[src/rtl/regcache_pkg.sv]
package regcache_pkg;
  typedef enum logic [1:0] {
    REQ_READ      = 2'd0,
    REQ_REGISTER  = 2'd1,
    REQ_WRITEBACK = 2'd2,
    REQ_RESERVED  = 2'd3
  } reqKind_e;

  typedef enum logic [2:0] {
    RSP_DATA     = 3'd0,
    RSP_REG_ACK  = 3'd1,
    RSP_FWD_READ = 3'd2,
    RSP_FWD_REG  = 3'd3,
    RSP_WB_ACK   = 3'd4
  } rspKind_e;

  typedef enum logic [1:0] {
    ST_IDLE,
    ST_EXEC,
    ST_RDREQ,
    ST_WAIT
  } ctrlState_e;

  typedef struct packed {
    logic latchReq;
    logic doAction;
    logic memRead;
    logic memWrite;
    logic install;
  } ctrlStrobe_t;
endpackage

[src/rtl/regcache_ctrl.sv]
module regcache_ctrl
  import regcache_pkg::*;
(
  input  logic        clk,
  input  logic        rstN,
  input  logic        reqValid,
  input  logic        hit,
  input  logic        passThrough,
  input  logic        victimDirty,
  input  logic        memRspValid,
  input  logic        fillMatch,
  output logic        reqReady,
  output ctrlStrobe_t strobe
);
  ctrlState_e state, stateNext;

  always_ff @(posedge clk or negedge rstN) begin
    if (!rstN) state <= ST_IDLE;
    else       state <= stateNext;
  end

  always_comb begin
    strobe    = '0;
    stateNext = state;
    unique case (state)
      ST_IDLE: begin
        if (reqValid) begin
          strobe.latchReq = 1'b1;
          stateNext       = ST_EXEC;
        end
      end
      ST_EXEC: begin
        if (hit || passThrough) begin
          strobe.doAction = 1'b1;
          stateNext       = ST_IDLE;
        end else if (victimDirty) begin
          strobe.memWrite = 1'b1;
          stateNext       = ST_RDREQ;
        end else begin
          strobe.memRead = 1'b1;
          stateNext      = ST_WAIT;
        end
      end
      ST_RDREQ: begin
        strobe.memRead = 1'b1;
        stateNext      = ST_WAIT;
      end
      ST_WAIT: begin
        if (memRspValid && fillMatch) begin
          strobe.install = 1'b1;
          stateNext      = ST_EXEC;
        end
      end
      default: stateNext = ST_IDLE;
    endcase
  end

  assign reqReady = (state == ST_IDLE);
endmodule

[src/rtl/regcache_dp.sv]
module regcache_dp
  import regcache_pkg::*;
#(
  parameter int DATA_W = 32,
  parameter int CORE_W = 6,
  parameter int ADDR_W = 8,
  parameter int LINES  = 8,
  parameter int WORDS  = 4
) (
  input  logic                              clk,
  input  logic                              rstN,
  input  ctrlStrobe_t                       strobe,
  input  logic [1:0]                        reqKind,
  input  logic [CORE_W-1:0]                 reqCore,
  input  logic [ADDR_W-1:0]                 reqAddr,
  input  logic [DATA_W-1:0]                 reqData,
  input  logic [ADDR_W-$clog2(WORDS)-1:0]   memRspLine,
  input  logic [WORDS*DATA_W-1:0]           memRspData,
  output logic                              hit,
  output logic                              passThrough,
  output logic                              victimDirty,
  output logic                              fillMatch,
  output logic                              rspValid,
  output logic [2:0]                        rspKind,
  output logic [CORE_W-1:0]                 rspDest,
  output logic [CORE_W-1:0]                 rspSrc,
  output logic [ADDR_W-1:0]                 rspAddr,
  output logic [DATA_W-1:0]                 rspData,
  output logic                              memReqValid,
  output logic                              memReqWrite,
  output logic [ADDR_W-$clog2(WORDS)-1:0]   memReqLine,
  output logic [WORDS-1:0]                  memReqMask,
  output logic [WORDS*DATA_W-1:0]           memReqData
);
  localparam int OFF_W     = $clog2(WORDS);
  localparam int IDX_W     = $clog2(LINES);
  localparam int LADDR_W   = ADDR_W - OFF_W;
  localparam int TAG_W     = LADDR_W - IDX_W;
  localparam int LINE_BITS = WORDS * DATA_W;

  logic [LINES-1:0]  lineValid, lineDirty;
  logic [TAG_W-1:0]  lineTag [LINES];
  logic [WORDS-1:0]  regBits [LINES];
  logic [DATA_W-1:0] slots   [LINES][WORDS];

  reqKind_e          qKind;
  logic [CORE_W-1:0] qCore;
  logic [ADDR_W-1:0] qAddr;
  logic [DATA_W-1:0] qData;

  logic [OFF_W-1:0]  qOff;
  logic [IDX_W-1:0]  qIdx;
  logic [TAG_W-1:0]  qTag;
  assign qOff = qAddr[OFF_W-1:0];
  assign qIdx = qAddr[OFF_W +: IDX_W];
  assign qTag = qAddr[ADDR_W-1 -: TAG_W];

  logic              wordReg;
  logic [DATA_W-1:0] wordData;
  logic [CORE_W-1:0] owner;
  logic [LINE_BITS-1:0] victimData;

  assign wordReg  = regBits[qIdx][qOff];
  assign wordData = slots[qIdx][qOff];
  assign owner    = wordData[CORE_W-1:0];

  for (genvar w = 0; w < WORDS; w++) begin : g_pack
    assign victimData[w*DATA_W +: DATA_W] = slots[qIdx][w];
  end

  assign hit         = lineValid[qIdx] && (lineTag[qIdx] == qTag);
  assign passThrough = (qKind == REQ_WRITEBACK) || (qKind == REQ_RESERVED);
  assign victimDirty = lineValid[qIdx] && lineDirty[qIdx];
  assign fillMatch   = (memRspLine == {qTag, qIdx});

  always_ff @(posedge clk or negedge rstN) begin
    if (!rstN) begin
      lineValid   <= '0;
      lineDirty   <= '0;
      for (int l = 0; l < LINES; l++) regBits[l] <= '0;
      qKind       <= REQ_READ;
      qCore       <= '0;
      qAddr       <= '0;
      qData       <= '0;
      rspValid    <= 1'b0;
      rspKind     <= RSP_DATA;
      rspDest     <= '0;
      rspSrc      <= '0;
      rspAddr     <= '0;
      rspData     <= '0;
      memReqValid <= 1'b0;
      memReqWrite <= 1'b0;
      memReqLine  <= '0;
      memReqMask  <= '0;
      memReqData  <= '0;
    end else begin
      rspValid    <= 1'b0;
      memReqValid <= 1'b0;

      if (strobe.latchReq) begin
        qKind <= reqKind_e'(reqKind);
        qCore <= reqCore;
        qAddr <= reqAddr;
        qData <= reqData;
      end

      if (strobe.memWrite) begin
        memReqValid <= 1'b1;
        memReqWrite <= 1'b1;
        memReqLine  <= {lineTag[qIdx], qIdx};
        memReqMask  <= ~regBits[qIdx];
        memReqData  <= victimData;
      end

      if (strobe.memRead) begin
        memReqValid <= 1'b1;
        memReqWrite <= 1'b0;
        memReqLine  <= {qTag, qIdx};
        memReqMask  <= '0;
      end

      if (strobe.install) begin
        for (int w = 0; w < WORDS; w++) slots[qIdx][w] <= memRspData[w*DATA_W +: DATA_W];
        regBits[qIdx]   <= '0;
        lineValid[qIdx] <= 1'b1;
        lineDirty[qIdx] <= 1'b0;
        lineTag[qIdx]   <= qTag;
      end

      if (strobe.doAction) begin
        rspAddr <= qAddr;
        rspSrc  <= qCore;
        rspDest <= qCore;
        rspData <= '0;
        unique case (qKind)
          REQ_READ: begin
            rspValid <= 1'b1;
            if (wordReg) begin
              rspKind <= RSP_FWD_READ;
              rspDest <= owner;
            end else begin
              rspKind <= RSP_DATA;
              rspData <= wordData;
            end
          end
          REQ_REGISTER: begin
            rspValid           <= 1'b1;
            slots[qIdx][qOff]  <= DATA_W'(qCore);
            if (wordReg) begin
              rspKind <= RSP_FWD_REG;
              rspDest <= owner;
            end else begin
              rspKind              <= RSP_REG_ACK;
              regBits[qIdx][qOff]  <= 1'b1;
            end
          end
          REQ_WRITEBACK: begin
            if (hit && wordReg && (owner == qCore)) begin
              rspValid            <= 1'b1;
              rspKind             <= RSP_WB_ACK;
              slots[qIdx][qOff]   <= qData;
              regBits[qIdx][qOff] <= 1'b0;
              lineDirty[qIdx]     <= 1'b1;
            end
          end
          default: ;
        endcase
      end
    end
  end
endmodule

[src/rtl/registry_cache.sv]
module registry_cache
  import regcache_pkg::*;
#(
  parameter int DATA_W = 32,
  parameter int CORE_W = 6,
  parameter int ADDR_W = 8,
  parameter int LINES  = 8,
  parameter int WORDS  = 4
) (
  input  logic                              clk,
  input  logic                              rstN,
  input  logic                              reqValid,
  output logic                              reqReady,
  input  logic [1:0]                        reqKind,
  input  logic [CORE_W-1:0]                 reqCore,
  input  logic [ADDR_W-1:0]                 reqAddr,
  input  logic [DATA_W-1:0]                 reqData,
  output logic                              rspValid,
  output logic [2:0]                        rspKind,
  output logic [CORE_W-1:0]                 rspDest,
  output logic [CORE_W-1:0]                 rspSrc,
  output logic [ADDR_W-1:0]                 rspAddr,
  output logic [DATA_W-1:0]                 rspData,
  output logic                              memReqValid,
  output logic                              memReqWrite,
  output logic [ADDR_W-$clog2(WORDS)-1:0]   memReqLine,
  output logic [WORDS-1:0]                  memReqMask,
  output logic [WORDS*DATA_W-1:0]           memReqData,
  input  logic                              memRspValid,
  input  logic [ADDR_W-$clog2(WORDS)-1:0]   memRspLine,
  input  logic [WORDS*DATA_W-1:0]           memRspData
);
  ctrlStrobe_t strobe;
  logic hit, passThrough, victimDirty, fillMatch;

  regcache_ctrl u_ctrl (
    .clk, .rstN, .reqValid, .hit, .passThrough, .victimDirty,
    .memRspValid, .fillMatch, .reqReady, .strobe
  );

  regcache_dp #(
    .DATA_W(DATA_W), .CORE_W(CORE_W), .ADDR_W(ADDR_W), .LINES(LINES), .WORDS(WORDS)
  ) u_dp (
    .clk, .rstN, .strobe, .reqKind, .reqCore, .reqAddr, .reqData,
    .memRspLine, .memRspData, .hit, .passThrough, .victimDirty, .fillMatch,
    .rspValid, .rspKind, .rspDest, .rspSrc, .rspAddr, .rspData,
    .memReqValid, .memReqWrite, .memReqLine, .memReqMask, .memReqData
  );
endmodule

[config.mk]
export PLATFORM = sky130hd
export DESIGN_NAME = registry_cache
export DESIGN_NICKNAME = d
export VERILOG_FILES = /design/src/rtl/regcache_pkg.sv /design/src/rtl/regcache_ctrl.sv /design/src/rtl/regcache_dp.sv /design/src/rtl/registry_cache.sv
export SDC_FILE = /design/constraint.sdc
export NUM_CORES = 1
export LEC_CHECK = 0
export BUFFER_PORTS_ARGS = -buffer_cell sky130_fd_sc_hd__buf_2
export CAP_MARGIN = 20
export CELL_PAD_IN_SITES_DETAIL_PLACEMENT = 1
export CELL_PAD_IN_SITES_GLOBAL_PLACEMENT = 2
export CORE_UTILIZATION = 44
export CTS_CLUSTER_SIZE = 10
export DETAILED_ROUTE_END_ITERATION = 12
export HOLD_SLACK_MARGIN = 0.02
export MAX_ROUTING_LAYER = met4
export PLACE_DENSITY = 0.8
export REMOVE_ABC_BUFFERS = 1
export SLEW_MARGIN = 20
export SYNTH_ARGS = -nofsm -noshare
export SYNTH_HDL_FRONTEND = slang
export SYNTH_SLANG_ARGS = --single-unit
[constraint.sdc]
create_clock -name clk -period 7.6 [get_ports clk]
set_input_delay 1.14 -clock clk [delete_from_list [all_inputs] [get_ports clk]]
set_output_delay 1.14 -clock clk [all_outputs]
set_load 0.02 [all_outputs]
Word-level counts from Yosys, hierarchy flattened:

Memories as Yosys holds them, arrays and structs flattened.
Cells that the tools add are included.

* RAM bits: 1048
* memories kept: 2
* bits in registers: 294

* $lt $le $gt $ge: 8
* reduce and logical (&&, ||, !) cells: 21
* equality and inequality tests: 12
* mux-type cells: 330
* bitwise operators: 268

Memory list
* u_dp.slots: depth 8, bits a word 128, read ports 1, clocked after Yosys merged registers in 0, write ports 1, line regcache_dp.sv:44 `logic [DATA_W-1:0] slots [LINES][WORDS];`
* u_dp.lineTag: depth 8, bits a word 3, read ports 1, clocked after Yosys merged registers in 0, write ports 1, line regcache_dp.sv:42 `logic [TAG_W-1:0] lineTag [LINES];`

Operators by type and width (number)
* 32-bit two-way mux: 9
* 1-bit two-way mux: 283
* 128-bit two-way mux: 2
* 1-bit OR: 256
* 32-bit bitwise AND: 2
* 32-bit binary-select mux with 2-bit select: 1
* 32-bit demux with 2-bit select: 1
* 32-bit inverter: 2
* 32-bit case mux with 2 select lines: 1
* 8-bit two-way mux: 4
* 32-bit OR: 1
* 4-bit demux with 3-bit select: 2
* 4-bit two-way mux: 6
* 6-bit two-way mux: 4
* 8-bit OR: 2
* 4-bit binary-select mux with 3-bit select: 1
* 6-bit == test: 2
* 1-bit logical AND: 12
* 2-bit two-way mux: 6
* 3-bit case mux with 3 select lines: 1
* 8-bit bitwise AND: 1
* 2-bit == test, second input constant: 4
* 8-bit inverter: 1
* 2-bit case mux with 4 select lines: 1
* other kinds (28): 34

Logic depth before layout (Yosys ltp):

* word-level depth: 14
* mapped depth: 16
* gate-level depth less buffers: 9

Cells and area by module:

From an unflattened synthesis, not the netlist that was laid out.

* cell total of the unflattened synthesis: 3550
* area total of the unflattened synthesis: 53817.9 um2

Modules (own cells, without submodules)
* regcache_dp: sequential area each 38777.2 um2, times used 1, cells an instance 3528, area an instance 53597.7 um2
* regcache_ctrl: sequential area each 50.0 um2, times used 1, cells an instance 22, area an instance 220.2 um2

Worst setup path before layout:

OpenSTA, ideal clock, no wires.

* path kind: register -> register
* start: register u_dp.qAddr[3]
* end: memory u_dp.slots[0][64] in the netlist's numbering, enable pin
* stages on the path, launching flop included: 13
* slack: 2.291 ns
* arrival: 4.878 ns
* data required time: 7.168 ns
* path through: dfrtp_1 -> buf_4 -> and2_1 -> clkbuf_1 -> a22oi_1 -> a21oi_1 -> a2111oi_0 -> xor2_1 -> or4b_1 -> nor4_4 -> nand4_1 -> clkbuf_1 -> a21oi_1

* word-level cells in the longest chain between the ends: 14
* elaborated cells on any way between the ends: 38

RTL lines
* from (decl): line regcache_dp.sv:48 `logic [ADDR_W-1:0] qAddr;`
* from (signal assigned): line regcache_dp.sv:103 `qAddr <= reqAddr;`
* branches (longest 14 deep; another with memory read 8 x 128 bit)
* to (decl): line regcache_dp.sv:44

Parallel ways; which one is timed is not known. The select of a mux whose other input is x is not followed.

Worst setup path after layout:

* start: register u_dp.qAddr[4]
* end: memory u_dp.slots[0][56] in the netlist's numbering, enable pin

The elaborated chain is that of the path after synthesis.

==> flow_summary.yaml <==
clock_tree:
  cts.repair.resized: 0
  cts_root_buffer: "clkbuf_16"
  cts-htree-levels: 4
  post_cts_buffers: 0
  path_clk_slew_ps: 60
  cts_tree: "yes"
  clk_path_buf_depth: 3
  cts.sinks: 1342
  clk_latency_ps: 780
  hold_buffers: 0
  cts_buffers: 156
yosys:
  synth.top_cell.area_share: 0.5884
  synth_area_per_cell_um2: 15.79
  syn-cell-area_um2: 53490
  yosysWarnings: 0
  synth.area.top_cells: "edfxtp_1 (59%), dfrtp_1 (14%), mux2i_1 (3.8%), mux2_2 (3.7%), a22oi_1 (3.7%)"
  seq_area_frac_synth: 0.7259
  ys_ff_latch: 1342
  synth_area_leader_cell: "edfxtp_1"
  synth_cell_types: 61
  synth_ff_type: "edfxtp_1"
  synth_edf_count: 1048
  async_reset_ff_frac: 0.2191
  netlist_instances: 3388
setup_path:
  crit_arrival_ps: 6940
  critical_path.endpoint: "u_dp.slots[0][56]"
  critPathMaxFanout: 35
  worst-r2r-cell-count: 13
  reg2reg_from: "u_dp.qAddr[4]"
  ff2ff_setup_slack_ps: 1050
  start_kind: "flop"
  r2r_end: "u_dp.slots[0][56]"
  cp-end-kind: "flop"
  cp.required_ps: 7990
  critPathLaunch: "u_dp.qAddr[4]"
  path_class: "flop to flop"
placement:
  place.gp.congestion: 0.8857
  hpwlAfterDp_mm: 125.0
  dp_cells: 5265
  portBuffers: 382
die:
  start_util: 0.4446
  die-area_um2: 123000
  ioPinCount: 383
  dieWidth_um: 350.7
  rows: 127
  die_h_um: 350.7
  core-area_um2: 120300
drt:
  drc: 0
  drt-wirelength-per-cell_um: 34.72
  drt_wl_total_mm: 192.9
  vias_per_cell: 6.238
  drtIter0Drc: 4003
  drt_first_pass_iters: 7
  ant_nets: 0
  vias: 34660
power:
  p_per_area_nw_per_um2: 391.2
  p_leak_uw: 0.02375
  irDropWorstVdd_uv: 246.4
global_route:
  overflow: 0
  antenna_found_initial: 12
  grt_pass1_wl_mm: 269.9
  track_usage: 0.3234
  grt_start_max_net_pins: 127
  grt_pass1_vias: 35590
timing:
  worst_pin_slew_ps: 1220
  relSlewSlack: 0.1656
  hold_viol: 0
  period_needed_ps: 6552
  fin_hold_ws_ps: 326.5
  setup-tns-final_ps: 0
  rsz0062_at_grt: "false"
  fmax_ghz: 0.1526
  post-route-period-util: 0.8622
  setup_violations: 0
  fin_skew_ps: 32.78
  drv_slew: 0
cells_and_area:
  nets: 4005
  drive_above_1_share: 0.2521
  layout_commonest_cell: "edfxtp_1"
  nFillCells: 11560
  syn2layout_area_growth_pct: 17.22
  final_cell_mix: "edfxtp_1 (1048), buf_2 (381), nand2_1 (314)"
  stdcell_count: 5556
run:
  maxCapViolations: 0
worst_hold_path:
  hold_class: "primary input to async pin"
status:
  status: "completed"
==> Yosys cell counts (65+ instances only) <==
library cell,instances
a221oi_1,74
mux2_2,177
dfrtp_1,294
a22oi_1,263
nor2_1,72
clkbuf_1,161
edfxtp_1,1048
nand2_1,315
nand4_1,65
o21ai_0,122
mux2i_1,204
a21oi_1,92
==> flip-flops by register name (all words and copies together) (netlist names) <==
| name | cells |
|---|---|
| u_dp.memReqLine | 6 |
| u_dp.qAddr | 8 |
| u_dp.memReqMask | 4 |
| u_dp.qData | 32 |
| u_dp.lineDirty | 8 |
| u_dp.rspData | 32 |
| u_dp.slots | 1024 |
| u_dp.qCore | 6 |
| u_dp.rspAddr | 8 |
| u_dp.rspDest | 6 |
| u_dp.regBits | 32 |
| u_dp.memReqWrite | 1 |
| u_dp.lineValid | 8 |
| u_dp.rspSrc | 6 |
| u_dp.rspValid | 1 |
| u_dp.lineTag | 24 |
| u_dp.qKind | 2 |
| u_dp.memReqValid | 1 |
| u_dp.memReqData | 128 |
| u_dp.rspKind | 3 |
| u_ctrl.state | 2 |
==> power by group <==
part / switching (uW) / internal (uW)
Clock: 2970 / 3920
Sequential: 711 / 8570
Combinational: 5790 / 2550
Total: 9480 / 15000
==> worst max-delay path, stage by stage (launching register included) <==
cell and delay [ps]:
dfrtp_4 830, buf_4 560, mux2i_1 160, a22oi_1 280, a21oi_1 110, a2111oi_0 1050
buf_4 290, xor2_1 60, or4b_1 570, nor4_4 620, nand4_1 220, buf_4 460
a21oi_4 220, buf_4 640
==> through the flow <==
step                utilization  cell area, um^2  setup WS [ps]  power (uW)
floorplan                     -            52500          -8564       13630
global placement         0.4828            58070           1435       17540
detailed placement       0.4828            58070           1413       17660
CTS                      0.5209            62660           1346       24520
global route             0.5211            62680           1182       25180
finish                   0.5212            62690           1048       24530
==> cells by family after synthesis <==
family	share of synthesized area
AO/OA/AOI/OAI	0.09332
XOR/XNOR	0.002456
adder cells (fa/ha/maj)	0.001872
buffers and inverters	0.02117
flip-flops	0.7259
multiplexers	0.1051
AND/OR/NAND/NOR	0.05011
==> worst min-delay path by stage <==
stage / end / startpoint / depth (start not counted)
5_1_grt: u_dp.memReqLine[2] / rstN / 1
3_3_place_gp: u_dp.lineValid[3] / u_dp.lineValid[3] / 1
2_1_floorplan: u_dp.lineValid[2] / u_dp.lineValid[2] / 1
6_report: u_dp.memReqLine[2] / rstN / 1
3_5_place_dp: u_dp.lineValid[3] / u_dp.lineValid[3] / 1
4_1_cts: u_dp.memReqLine[2] / rstN / 1
==> per-layer routing <==
layer,vias up,track usage,share of wire
met3,373,0.06389,0.092
met4,0,0.1466,0.050
li1,14170,-,-
met2,2062,0.4997,0.47
met5,-,-,0
met1,18060,0.4136,0.39
==> final cells by class <==
| cell class | count | area [um^2] | share of cell area |
|---|---|---|---|
| clock inverter | 21 | 220.2 | 0.003512 |
| multi-input combinational | 1762 | 14030 | 0.2237 |
| antenna | 9 | 22.52 | 0.0003592 |
| inverter | 39 | 146.4 | 0.002335 |
| timing repair buffer | 510 | 3045 | 0.04858 |
| clock buffer | 261 | 4369 | 0.06969 |
| sequential | 1342 | 38850 | 0.6196 |
| tap | 1612 | 2017 | 0.03217 |
No activity file was read; power rests on OpenSTA's default activity.
